File: src/rtl/cas_add_pkg.sv
package cas_add_pkg;
  typedef enum logic [2:0] {
    ST_IDLE,
    ST_RD_REQ,
    ST_RD_WAIT,
    ST_CAS_REQ,
    ST_CAS_WAIT,
    ST_BACKOFF,
    ST_DONE
  } eng_state_t;

  localparam logic OP_LOAD = 1'b0;
  localparam logic OP_CAS  = 1'b1;
endpackage

File: src/rtl/cas_backoff.sv
module cas_backoff #(
  parameter int CAP_LOG2 = 8
) (
  input  logic              clk,
  input  logic              rst_n,
  input  logic              fail_i,
  input  logic              succ_i,
  output logic              last_o,
  output logic [CAP_LOG2:0] window_o
);
  localparam int WW = CAP_LOG2 + 1;
  localparam logic [WW-1:0] CAP_WIN = {1'b1, {CAP_LOG2{1'b0}}};
  localparam logic [WW-1:0] MIN_WIN = WW'(1);

  logic [WW-1:0] window_q;
  logic [WW-1:0] count_q;

  // doubling with a ceiling
  function automatic logic [WW-1:0] grow(input logic [WW-1:0] w);
    return (w >= CAP_WIN) ? CAP_WIN : (w << 1);
  endfunction

  always_ff @(posedge clk) begin
    if (!rst_n) begin
      window_q <= MIN_WIN;
      count_q  <= '0;
    end else if (fail_i) begin
      count_q  <= window_q;
      window_q <= grow(window_q);
    end else begin
      if (succ_i) window_q <= MIN_WIN;
      if (count_q != '0) count_q <= count_q - WW'(1);
    end
  end

  assign last_o   = (count_q == WW'(1));
  assign window_o = window_q;

  AST_WIN_POW2: assert property (@(posedge clk) disable iff (!rst_n)
    $onehot(window_q));
  AST_WIN_CAP: assert property (@(posedge clk) disable iff (!rst_n)
    fail_i |=> window_q <= CAP_WIN);
  AST_WIN_RESET: assert property (@(posedge clk) disable iff (!rst_n)
    succ_i && !fail_i |=> window_q == MIN_WIN);
endmodule

File: src/rtl/cas_try_counter.sv
module cas_try_counter #(
  parameter int W = 8
) (
  input  logic         clk,
  input  logic         rst_n,
  input  logic         clr_i,
  input  logic         inc_i,
  output logic [W-1:0] count_o
);
  localparam logic [W-1:0] TOP = {W{1'b1}};

  logic [W-1:0] count_q;

  function automatic logic [W-1:0] sat_inc(input logic [W-1:0] c);
    return (c == TOP) ? TOP : c + W'(1);
  endfunction

  always_ff @(posedge clk) begin
    if (!rst_n)      count_q <= '0;
    else if (clr_i)  count_q <= '0;
    else if (inc_i)  count_q <= sat_inc(count_q);
  end

  assign count_o = count_q;

  AST_TRIES_SAT: assert property (@(posedge clk) disable iff (!rst_n)
    inc_i && !clr_i && count_q == TOP |=> count_q == TOP);
  AST_TRIES_CLR: assert property (@(posedge clk) disable iff (!rst_n)
    clr_i |=> count_q == '0);
endmodule

File: src/rtl/cas_add_engine.sv
module cas_add_engine
  import cas_add_pkg::*;
#(
  parameter int DW       = 32,
  parameter int AW       = 16,
  parameter int CAP_LOG2 = 8,
  parameter int TRY_W    = 8
) (
  input  logic             clk,
  input  logic             rst_n,
  input  logic             cmd_valid,
  output logic             cmd_ready,
  input  logic [AW-1:0]    cmd_addr,
  input  logic [DW-1:0]    cmd_addend,
  output logic             busy,
  output logic             rsp_valid,
  output logic [DW-1:0]    rsp_value,
  output logic [TRY_W-1:0] rsp_tries,
  output logic             mem_req_valid,
  input  logic             mem_req_ready,
  output logic             mem_req_op,
  output logic [AW-1:0]    mem_req_addr,
  output logic [DW-1:0]    mem_req_cmp,
  output logic [DW-1:0]    mem_req_swap,
  input  logic             mem_rsp_valid,
  input  logic [DW-1:0]    mem_rsp_data,
  input  logic             mem_rsp_ok
);
  eng_state_t     state_q, state_d;
  logic [AW-1:0]  addr_q;
  logic [DW-1:0]  addend_q;
  logic [DW-1:0]  seen_q;
  logic [DW-1:0]  sum;

  // named events
  logic cmd_take, rd_take, cas_take, rd_back, cas_ok, cas_fail, in_backoff, bo_last;
  logic [CAP_LOG2:0] bo_window;

  function automatic logic [DW-1:0] add_wrap(input logic [DW-1:0] a, input logic [DW-1:0] b);
    return a + b;
  endfunction

  assign sum        = add_wrap(seen_q, addend_q);
  assign cmd_take   = (state_q == ST_IDLE) && cmd_valid;
  assign rd_take    = (state_q == ST_RD_REQ) && mem_req_ready;
  assign cas_take   = (state_q == ST_CAS_REQ) && mem_req_ready;
  assign rd_back    = (state_q == ST_RD_WAIT) && mem_rsp_valid;
  assign cas_ok     = (state_q == ST_CAS_WAIT) && mem_rsp_valid && mem_rsp_ok;
  assign cas_fail   = (state_q == ST_CAS_WAIT) && mem_rsp_valid && !mem_rsp_ok;
  assign in_backoff = (state_q == ST_BACKOFF);

  always_comb begin
    state_d = state_q;
    unique case (state_q)
      ST_IDLE:     if (cmd_take) state_d = ST_RD_REQ;
      ST_RD_REQ:   if (rd_take)  state_d = ST_RD_WAIT;
      ST_RD_WAIT:  if (rd_back)  state_d = ST_CAS_REQ;
      ST_CAS_REQ:  if (cas_take) state_d = ST_CAS_WAIT;
      ST_CAS_WAIT: begin
        if (cas_ok)        state_d = ST_DONE;
        else if (cas_fail) state_d = ST_BACKOFF;
      end
      ST_BACKOFF:  if (bo_last)  state_d = ST_RD_REQ;
      ST_DONE:     state_d = ST_IDLE;
      default:     state_d = ST_IDLE;
    endcase
  end

  always_ff @(posedge clk) begin
    if (!rst_n) begin
      state_q  <= ST_IDLE;
      addr_q   <= '0;
      addend_q <= '0;
      seen_q   <= '0;
    end else begin
      state_q <= state_d;
      if (cmd_take) begin
        addr_q   <= cmd_addr;
        addend_q <= cmd_addend;
      end
      if (rd_back) seen_q <= mem_rsp_data;
    end
  end

  cas_backoff #(.CAP_LOG2(CAP_LOG2)) u_backoff (
    .clk      (clk),
    .rst_n    (rst_n),
    .fail_i   (cas_fail),
    .succ_i   (cas_ok),
    .last_o   (bo_last),
    .window_o (bo_window)
  );

  cas_try_counter #(.W(TRY_W)) u_tries (
    .clk     (clk),
    .rst_n   (rst_n),
    .clr_i   (cmd_take),
    .inc_i   (cas_take),
    .count_o (rsp_tries)
  );

  assign cmd_ready     = (state_q == ST_IDLE);
  assign busy          = (state_q != ST_IDLE);
  assign rsp_valid     = (state_q == ST_DONE);
  assign rsp_value     = sum;
  assign mem_req_valid = (state_q == ST_RD_REQ) || (state_q == ST_CAS_REQ);
  assign mem_req_op    = (state_q == ST_CAS_REQ) ? OP_CAS : OP_LOAD;
  assign mem_req_addr  = addr_q;
  assign mem_req_cmp   = seen_q;
  assign mem_req_swap  = sum;

  AST_REQ_HOLD: assert property (@(posedge clk) disable iff (!rst_n)
    mem_req_valid && !mem_req_ready |=> mem_req_valid && $stable(mem_req_op)
      && $stable(mem_req_addr) && $stable(mem_req_cmp) && $stable(mem_req_swap));
  AST_BUSY_AFTER_CMD: assert property (@(posedge clk) disable iff (!rst_n)
    cmd_valid && cmd_ready |=> busy);
  AST_RSP_END: assert property (@(posedge clk) disable iff (!rst_n)
    rsp_valid |=> !busy && !rsp_valid);
  AST_RSP_BUSY: assert property (@(posedge clk) disable iff (!rst_n)
    rsp_valid |-> busy);
  AST_BACKOFF_QUIET: assert property (@(posedge clk) disable iff (!rst_n)
    in_backoff |-> !mem_req_valid);
  AST_FAIL_WAITS: assert property (@(posedge clk) disable iff (!rst_n)
    cas_fail |=> in_backoff && !rsp_valid);
  AST_READY_IDLE: assert property (@(posedge clk) disable iff (!rst_n)
    cmd_ready |-> !busy && !mem_req_valid);
endmodule

File: config.mk
export PLATFORM = sky130hd
export DESIGN_NAME = cas_add_engine
export DESIGN_NICKNAME = d
export VERILOG_FILES = /design/src/rtl/cas_add_pkg.sv /design/src/rtl/cas_backoff.sv /design/src/rtl/cas_try_counter.sv /design/src/rtl/cas_add_engine.sv
export SDC_FILE = /design/constraint.sdc
export NUM_CORES = 1
export LEC_CHECK = 0
export BUFFER_PORTS_ARGS = -buffer_cell sky130_fd_sc_hd__clkbuf_2
export CORE_MARGIN = 2
export CORE_UTILIZATION = 45
export CTS_BUF_LIST = sky130_fd_sc_hd__clkbuf_16
export CTS_CLUSTER_SIZE = 10
export DETAILED_ROUTE_END_ITERATION = 16
export HOLD_SLACK_MARGIN = 0.1
export PLACE_DENSITY = 0.75
export SETUP_SLACK_MARGIN = 0.05
export SLEW_MARGIN = 20
export SYNTH_ARGS = -nofsm -noshare
export SYNTH_HDL_FRONTEND = slang
export SYNTH_SLANG_ARGS = --single-unit
File: constraint.sdc
create_clock -name clk -period 2.7 [get_ports clk]
set_clock_uncertainty 0.2 [all_clocks]
set_input_delay 0.135 -clock clk [delete_from_list [all_inputs] [get_ports clk]]
set_output_delay 0.135 -clock clk [all_outputs]
set_load 0.01 [all_outputs]
# Word level (Yosys, flattened, before mapping)

Cells that the tools add are included.

Register bits after elaboration: 109

Add/sub/neg operators: 3
Order comparisons: 1
Eq/ne operators: 14
Muxes and demuxes: 15
Bitwise logic cells: 1
Reduce and logical (&&, ||, !) cells: 16

Operators by type and width:

| cell                                                                | number |
|---|---|
| 9-bit 2-to-1 mux                                                    | 5 |
| 32-bit adder                                                        | 1 |
| 3-bit 2-to-1 mux                                                    | 7 |
| 3-bit one-hot mux with 6 select lines                               | 1 |
| 3-bit == test (second input constant)                               | 3 |
| 9-bit by 1-bit == test with 1-bit output (second input constant)    | 1 |
| 9-bit greater-or-equal comparator (second input constant)           | 1 |
| 9-bit nonzero test                                                  | 1 |
| 9-bit by 1-bit subtractor with 9-bit output (second input constant) | 1 |
| 8-bit by 1-bit adder with 8-bit output (second input constant)      | 1 |
| 8-bit == test (second input constant)                               | 1 |
| 8-bit 2-to-1 mux                                                    | 1 |
| 1-bit logical AND                                                   | 7 |
| 3-bit by 2-bit == test with 1-bit output (second input constant)    | 2 |
| 2-bit != test (second input constant)                               | 3 |
| 6-bit AND reduction                                                 | 1 |
| 2-bit by 1-bit != test with 1-bit output (second input constant)    | 2 |
| 2-bit nonzero test                                                  | 2 |
| 3-bit by 1-bit == test with 1-bit output (second input constant)    | 1 |
| 3-bit zero test                                                     | 1 |
| 3-bit != test (second input constant)                               | 1 |
| 3-bit nonzero test                                                  | 1 |
| 2-bit OR reduction                                                  | 1 |
| 1-bit zero test                                                     | 1 |
| 3 further kinds                                                     | 3 |

# Logic depth before layout (Yosys ltp)

Gate-level depths: netlist (run 1).

Depth in word-level cells: 6
Mapped depth: 9
Depth with buffers taken out: 8

# Cells and area by module

From an unflattened synthesis (run 1), not the netlist that was laid out.

Cells, all modules: 788
Area, all modules: 6,383.6 um2

Modules (own cells, without submodules):

| module          | times used | cells each | area an instance (um2) | sequential area each (um2) |
|---|---|---|---|---|
| cas_add_engine  | 1          | 646        | 5,089.9                | 1,661.6 |
| cas_backoff     | 1          | 101        | 920.9                  | 360.3 |
| cas_try_counter | 1          | 41         | 372.9                  | 160.2 |

# Worst setup path after synthesis (run 1)

Ideal clock, no wire load.

Path type: reg2out
Start point: register seen_q[0], in the netlist mem_req_cmp[0]
End point: output port rsp_value[28]
Arrival: 2,440 ps
Data required time: 2,365 ps
Slack: -75 ps
Cell stages (with the launch flop): 10
Buffers on the path: 1
Path through: dfxtp_1 -> ha_1 -> fa_1 -> a21o_1 -> a221oi_4 -> o221ai_2 -> a21o_1 -> a41oi_1 -> xnor2_1 -> buf_4

Word-level cells in the longest chain between the ends: 1

Ends and longest elaborated chain:

| what                     | line                 | RTL |
|---|---|---|
| start: declaration       | cas_add_engine.sv:32 | `logic [DW-1:0] seen_q;` |
| start signal: assignment | cas_add_engine.sv:81 | `if (rd_back) seen_q <= mem_rsp_data;` |
| 32-bit adder             | cas_add_engine.sv:40 | `return a + b;` |
| end: declaration         | cas_add_engine.sv:17 | `output logic [DW-1:0] rsp_value,` |

No other way between the ends.

# Worst setup path after layout (run 1)

Start point: register seen_q[6], in the netlist mem_req_cmp[6]
End point: output port mem_req_swap[31]

Word-level cells in the longest chain between the ends: 1

Ends and longest elaborated chain:

| what             | line                 | RTL |
|---|---|---|
| 32-bit adder     | cas_add_engine.sv:40 |  |
| end: declaration | cas_add_engine.sv:24 | `output logic [DW-1:0] mem_req_swap,` |

No other way between the ends.

==> results.sh, run 1 <==
export IMPL_status="complete, but fails checks"
export IMPL_violations="setup timing"
export IMPL_holdWs_ps=202
export IMPL_timing_critical_path_required_ps=2370
export IMPL_number_of_distinct_library_cells_after_synthesis=66
export IMPL_min_period_ps=3200
export IMPL_clock_root_buffer="sky130_fd_sc_hd__clkbuf_16"
export IMPL_setup_worst_path_start="mem_req_cmp[6]"
export IMPL_power_density_nw_per_um2=479
export IMPL_mostFrequentLayoutCells="sky130_fd_sc_hd__nand2_1, sky130_fd_sc_hd__clkbuf_2, sky130_fd_sc_hd__a21boi_0, sky130_fd_sc_hd__dlygate4sd3_1, sky130_fd_sc_hd__dfxtp_1"
export IMPL_synth_top_flop_cell="sky130_fd_sc_hd__dfxtp_1"
export IMPL_grt_first_pass_wirelength_mm=36.4
export IMPL_io_buffers=210
export IMPL_met1_usage_grt=0.335
export IMPL_synthToLayoutAreaGrowth_pct=52.6
export IMPL_detail_route_wl_per_cell_um=18.6
export IMPL_rr_worst_depth=8
export IMPL_setup_ws_ps=-497
export IMPL_critPathKind="reg -> out"
export IMPL_grtUsageMet3=0.0550
export IMPL_drtPass1Iterations=8
export IMPL_overflow=0
export IMPL_crit_path_max_fanout=3
export IMPL_synth_sequential_area_ratio=0.332
export IMPL_fp_dieArea_sq_um=15600
export IMPL_placeableCoreArea_sq_um=14400
export IMPL_final_setup_viol_count=46
export IMPL_fmax_mhz=313
export IMPL_antenna_violating_nets_post_route=0
export IMPL_hold_path_class="in -> reg"
export IMPL_clk_insertion_delay_late_ps=360
export IMPL_cp_startpoint_kind="register"
export IMPL_endpoint_kind="output port"
export IMPL_wl_mm=24.8
export IMPL_post_placement_cell_area_sq_um=7880
export IMPL_synthesis_area_sq_um=6580
export IMPL_num_vias=7679
export IMPL_r2r_setup_slack_ps=280
export IMPL_design_portCount=211
export IMPL_global_route_peak_usage_layer="met2"
export IMPL_syn_instance_count=843
export IMPL_timing_worst_slew_pin_value_ps=636
export IMPL_grt_max_degree=57
export IMPL_yosys_register_bits=109
export IMPL_worstReg2RegStart="u_backoff.count_q[0]"
export IMPL_finalHoldViolations=0
export IMPL_mostFrequentLayoutCell="sky130_fd_sc_hd__nand2_1"
export IMPL_floorplan_initialDensity=0.456
export IMPL_worst_ir_drop_vdd_mv=0.480
export IMPL_met2_usage=0.498
export IMPL_cts_sinks=109
export IMPL_unrepaired_setup_endpoints_after_global_routing="yes"
export IMPL_final_design_area_no_fill_sq_um=10000
export IMPL_worst_ep_arrival_time_ps=2860
export IMPL_slew_limit_headroom=0.574
export IMPL_grt_pass1_vias=7357
export IMPL_n_fill_cell=1021
export IMPL_die_w_um=125
export IMPL_gpl_final_weighted_congestion=0.900
export IMPL_chipHeight_um=125
export IMPL_worst_r2r_endpoint="u_backoff.count_q[1]"
export IMPL_final_core_utilization=0.696
export IMPL_cts_buffers=9
export IMPL_ctsLongestPathBuffers=2
export IMPL_first_iter_violations=926
export IMPL_count_of_flip_flops_with_a_built_in_enable_after_synthesis=0
export IMPL_power_leakage_nw=4.32
export IMPL_dp_cells=1204
export IMPL_drt_drc_violations_left=0
export IMPL_final_max_slew_violation_count=0
export IMPL_clock_edge_transition_at_the_registers_on_the_reported_setup_and_hold_paths_ps=70
export IMPL_cts_max_level=3
export IMPL_placementRows=44
export IMPL_yosys_warnings=0
export IMPL_synthesis_area_per_instance_sq_um=7.80
export IMPL_ys_async_sr_fraction=0
export IMPL_worstSetupEndpoint="mem_req_swap[31]"
export IMPL_final_period_utilization=1.18
export IMPL_grt_antenna_before_repair=1
export IMPL_place_hpwl_mm=14.2
export IMPL_vias_per_cell=5.75
export IMPL_cts_tree="yes"
export IMPL_drive_gt1_frac=0.377
export IMPL_final_cell_count_no_fill=1336
export IMPL_totalPowerFinal_mw=4.81
export IMPL_globalRouteTotalUtil=0.285
export IMPL_design_final_nets=1267
export IMPL_maxcap_violations=0
export IMPL_syn_num_nets=964
[sequential cells by signal, indices dropped and copies added (netlist names)]
name and count:
u_backoff.count_q 9, addend_q 32, state_q 3, u_tries.count_o 8, mem_req_addr 16, u_backoff.window_o 9
mem_req_cmp 32
[stage by stage]
| step | setup TNS [ps] | worst slack [ps] |
|---|---|---|
| final | -10220 | -497 |
| after global routing | -14230 | -522 |
| after CTS | -7970 | -338 |
| after detailed placement | -65.8 | -29.3 |
| after global placement | 0 | 23.5 |
| after floorplan | 0 | 50.6 |
[logic make-up (layout without fill, tap and decap cells)]
| kind of cell | Yosys count | count (layout) | share of synthesized area |
|---|---|---|---|
| simple gates | 338 | 338 | 0.226 |
| compound gates | 228 | 228 | 0.249 |
| flops | 109 | 109 | 0.332 |
| buf+inv | 96 | 404 | 0.0751 |
| fa+ha+maj | 35 | 35 | 0.0677 |
| xor+xnor | 32 | 32 | 0.0426 |
| mux | 5 | 5 | 0.00799 |
| other cells | 0 | 1 | 0 |
[synthesized netlist by cell type, types with 2 or more instances]
library cell	n	area (sq um)
sky130_fd_sc_hd__nand2_1	210	788
sky130_fd_sc_hd__dfxtp_1	109	2180
sky130_fd_sc_hd__a21boi_0	92	691
sky130_fd_sc_hd__clkbuf_1	40	150
sky130_fd_sc_hd__a21oi_1	38	190
sky130_fd_sc_hd__ha_1	34	425
sky130_fd_sc_hd__nor2_1	33	124
sky130_fd_sc_hd__buf_4	32	240
sky130_fd_sc_hd__o21ai_0	23	115
sky130_fd_sc_hd__nor3_1	20	100
sky130_fd_sc_hd__xnor2_1	20	175
sky130_fd_sc_hd__nand3_1	18	90.1
sky130_fd_sc_hd__nand4_1	13	81.3
sky130_fd_sc_hd__a21o_1	12	90.1
sky130_fd_sc_hd__inv_1	12	45.0
sky130_fd_sc_hd__xor2_1	12	105
sky130_fd_sc_hd__buf_2	10	50.1
sky130_fd_sc_hd__and2_1	9	56.3
sky130_fd_sc_hd__nor2b_1	9	56.3
sky130_fd_sc_hd__o21a_1	8	60.1
sky130_fd_sc_hd__nand2b_1	7	43.8
sky130_fd_sc_hd__a211oi_1	6	45.0
sky130_fd_sc_hd__a41oi_1	6	52.6
sky130_fd_sc_hd__a31oi_1	5	31.3
sky130_fd_sc_hd__and3_1	5	31.3
sky130_fd_sc_hd__o211a_1	4	40.0
sky130_fd_sc_hd__o211ai_1	4	30.0
sky130_fd_sc_hd__mux2i_1	3	30.0
sky130_fd_sc_hd__o31ai_1	3	22.5
sky130_fd_sc_hd__o41ai_1	3	26.3
sky130_fd_sc_hd__a221oi_1	2	17.5
sky130_fd_sc_hd__mux2_2	2	22.5
sky130_fd_sc_hd__o221ai_1	2	17.5
sky130_fd_sc_hd__o22ai_1	2	12.5
sky130_fd_sc_hd__o31a_1	2	17.5
sky130_fd_sc_hd__or3_1	2	12.5
sky130_fd_sc_hd__or3b_2	2	17.5
[metal layers]
metal / routed length, um / vias up
met1: 9270 / 3553
met4: 1450 / 0
li1: - / 3491
met5: 0 / -
met2: 12100 / 497
met3: 2020 / 138
[how the worst min path moves through the flow]
stage | from | endpoint | cells past startpoint
after global routing | cmd_valid | mem_req_addr[5] | 4
after detailed placement | cmd_addr[14] | mem_req_addr[14] | 3
after floorplan | cmd_addend[0] | addend_q[0] | 2
final | cmd_valid | mem_req_addr[14] | 4
after global placement | cmd_addr[7] | mem_req_addr[7] | 3
after CTS | cmd_valid | mem_req_addr[14] | 4
[repair_timing]
action,CTS,global route
endpoints found under the hold margin,94,0
hold buffers,87,0
setup endpoints to repair,48,50
gates cloned,0,0
pin swaps,33,22
gates resized for setup,116,75
buffers inserted,17,12
[report_power, final]
| group | internal (mW) | total (mW) | switching [mW] |
|---|---|---|---|
| clock | 0.725 | 1.35 | 0.627 |
| combinational | 0.730 | 1.58 | 0.846 |
| sequential | 1.74 | 1.88 | 0.139 |
| total | 3.19 | 4.81 | 1.61 |
[cell type report]
type,count,area [sq um],area share
tap,184,230,0.0229
antenna,1,2.50,0.000249
sequential,109,2230,0.222
timing repair buffer,376,2590,0.258
multi-input combinational,638,4650,0.463
clock buffer,9,225,0.0224
inverter,12,45.0,0.00449
clock inverter,7,72.6,0.00723
[critical path: stages, from the launching register on]
cell and delay, ps:
sky130_fd_sc_hd__dfxtp_1 340, sky130_fd_sc_hd__ha_1 350, sky130_fd_sc_hd__a21oi_2 230, sky130_fd_sc_hd__o221ai_2 230, sky130_fd_sc_hd__o21a_4 290, sky130_fd_sc_hd__or4_4 550
sky130_fd_sc_hd__o311ai_4 300, sky130_fd_sc_hd__clkbuf_2 210
(Power assumes the default switching activity.)
==> inputs of run 2 (changes only) <==
--- a/config.mk
+++ b/config.mk
@@ -6,6 +6,7 @@
 export NUM_CORES = 1
 export LEC_CHECK = 0
 export BUFFER_PORTS_ARGS = -buffer_cell sky130_fd_sc_hd__clkbuf_2
+export CORE_ASPECT_RATIO = 1.25
 export CORE_MARGIN = 2
 export CORE_UTILIZATION = 45
 export CTS_BUF_LIST = sky130_fd_sc_hd__clkbuf_16
==> run 2 against run 1 <==
  * The run still ends with setup timing left
  * Worst setup slack gained 130 ps
  * Die area is essentially flat
  * Design area grew 2.7%
  * Via count grew 1.3%
  * Sequential cell count is the same
  * Global-route usage grew 2.3 points
  * Combinational power grew 4%
  * Register-to-register slack gained 210 ps
  * Maximum frequency grew 4.4%
  * Sequential share of layout area shrank 0.32 points
  * Critical endpoint is now rsp_value[24]
==> results.sh, run 2 (synthesized netlist as in run 1, its figures left out) <==
export IMPL_status="complete, but fails checks"
export IMPL_hold_path_class="in -> reg"
export IMPL_cp_top_family="compound AO/OA/AOI/OAI gates"
export IMPL_critical_path_most_common_cell="sky130_fd_sc_hd__a21o_1"
export IMPL_cts_sinks=109
export IMPL_metal_1_wl_mm=9.24
export IMPL_placeableCoreArea_sq_um=14300
export IMPL_unrepaired_setup_endpoints_after_global_routing="yes"
export IMPL_cts_max_level=3
export IMPL_grt_antenna_before_repair=1
export IMPL_totalPowerFinal_mw=4.96
export IMPL_vias_per_cell=5.81
export IMPL_chipHeight_um=139
export IMPL_final_setup_viol_count=42
export IMPL_die_w_um=112
export IMPL_critical_path_slowest_cell="sky130_fd_sc_hd__dfxtp_4"
export IMPL_num_vias=7775
export IMPL_worst_ep_arrival_time_ps=2730
export IMPL_holdWs_ps=238
export IMPL_worst_ir_drop_vdd_mv=0.340
export IMPL_power_density_nw_per_um2=481
export IMPL_ctsLongestPathBuffers=2
export IMPL_drtPass1Iterations=5
export IMPL_crit_path_max_fanout=2
export IMPL_slew_limit_headroom=0.573
export IMPL_timing_critical_path_required_ps=2370
export IMPL_cts_tree="yes"
export IMPL_crit_chain="ha_4 -> fa_2 -> a21o_1 -> a221oi_4 -> o221ai_2 -> a21o_1 -> a211oi_2 -> xnor2_2 -> buf_2"
export IMPL_maxcap_violations=0
export IMPL_cp_buffers_inverters=1
export IMPL_topRoutingLayerUsed="met4"
export IMPL_place_ws_ps=-29.1
export IMPL_gpl_final_weighted_congestion=0.937
export IMPL_critPathMaxStageDelay_ps=350
export IMPL_cp_startpoint_kind="register"
export IMPL_detail_route_wl_per_cell_um=19.5
export IMPL_clock_edge_transition_at_the_registers_on_the_reported_setup_and_hold_paths_ps=80
export IMPL_cts_buffers=9
export IMPL_synthToLayoutAreaGrowth_pct=56.7
export IMPL_violations="setup timing"
export IMPL_place_hpwl_mm=14.2
export IMPL_floorplan_initialDensity=0.458
export IMPL_drive_gt1_frac=0.414
export IMPL_overflow=0
export IMPL_fp_dieArea_sq_um=15600
export IMPL_io_buffers=210
export IMPL_placementRows=49
export IMPL_power_leakage_nw=4.45
export IMPL_final_period_utilization=1.13
export IMPL_grt_pass1_vias=7691
export IMPL_clk_insertion_delay_late_ps=360
export IMPL_drt_drc_violations_left=0
export IMPL_timing_worst_slew_pin_value_ps=636
export IMPL_mostFrequentLayoutCell="sky130_fd_sc_hd__nand2_1"
export IMPL_fmax_mhz=326
export IMPL_antenna_violating_nets_post_route=0
export IMPL_design_final_nets=1276
export IMPL_wl_mm=26.1
export IMPL_finalSetupTns_ps=-8720
export IMPL_first_iter_violations=660
export IMPL_finalHoldViolations=0
export IMPL_endpoint_kind="output port"
export IMPL_design_portCount=211
export IMPL_clock_root_buffer="sky130_fd_sc_hd__clkbuf_16"
export IMPL_mostFrequentLayoutCells="sky130_fd_sc_hd__nand2_1, sky130_fd_sc_hd__clkbuf_2, sky130_fd_sc_hd__a21boi_0, sky130_fd_sc_hd__dlygate4sd3_1, sky130_fd_sc_hd__buf_4"
export IMPL_setup_ws_ps=-364
export IMPL_grt_first_pass_wirelength_mm=38.8
export IMPL_grt_max_degree=49
export IMPL_critPathKind="reg -> out"
export IMPL_met3WireLength_mm=1.81
export IMPL_met2_length_mm=13.3
export IMPL_final_max_slew_violation_count=0
export IMPL_globalRouteTotalUtil=0.308
export IMPL_min_period_ps=3060
==> run 2: metrics by stage <==
step                      cells  cell area [sq um]  utilization
after floorplan             843               6640            -
after global placement     1200               7890        0.550
after detailed placement   1200               7890        0.550
after CTS                  1333              10100        0.703
after global routing       1339              10300        0.718
final                      1339              10300        0.718
==> run 2: path summary, 6_finish.rpt <==
path                            cells past startpoint               endpoint  slack [ps]                  from
worst max-delay path                                9          rsp_value[24]        -360        mem_req_cmp[0]
worst min-delay path                                3  u_backoff.window_o[8]         240                 rst_n
worst max register to register                      9   u_backoff.count_q[5]         490  u_backoff.count_q[0]
worst min register to register                      2        mem_req_addr[0]         270       mem_req_addr[0]
==> run 2: metal layers <==
layer | GRT usage | vias to the layer above
li1 | - | 3515
met1 | 0.345 | 3638
met2 | 0.544 | 480
met3 | 0.0476 | 142
met4 | 0.185 | 0
met5 | 0 | -
==> run 2: layout make-up <==
| type | count | area, sq um |
|---|---|---|
| timing repair buffer | 385 | 2630 |
| inverter | 12 | 45.0 |
| fill | 970 | 4040 |
| clock buffer | 9 | 225 |
| antenna | 1 | 2.50 |
| sequential | 109 | 2250 |
| tap | 178 | 223 |
| clock inverter | 7 | 90.1 |
| multi-input combinational | 638 | 4840 |
==> run 2: report_power, final <==
part | internal, mW | switching (mW) | total [mW]
Combinational | 0.775 | 0.861 | 1.64
Sequential | 1.74 | 0.139 | 1.88
Clock | 0.747 | 0.696 | 1.44
Total | 3.26 | 1.70 | 4.96
==> run 2: timing repair <==
| item | 4_1_cts | 5_1_grt |
|---|---|---|
| resized for setup | 171 | 88 |
| pin swaps | 51 | 22 |
| cloned | 0 | 0 |
| setup buffers | 33 | 9 |
| setup endpoints to repair | 46 | 52 |
| hold buffers | 84 | 0 |
| endpoints found under the hold margin | 93 | 0 |
==> run 2: worst register-to-register path: stages, from the launching register on <==
cell                      delay (ps)
sky130_fd_sc_hd__dfxtp_1         360
sky130_fd_sc_hd__inv_1            70
sky130_fd_sc_hd__ha_1            210
sky130_fd_sc_hd__or3b_2          510
sky130_fd_sc_hd__nor4_2          150
sky130_fd_sc_hd__buf_4           180
sky130_fd_sc_hd__nor2_1           40
sky130_fd_sc_hd__mux2i_1         120
sky130_fd_sc_hd__o21ai_0          80
sky130_fd_sc_hd__and2_1          170
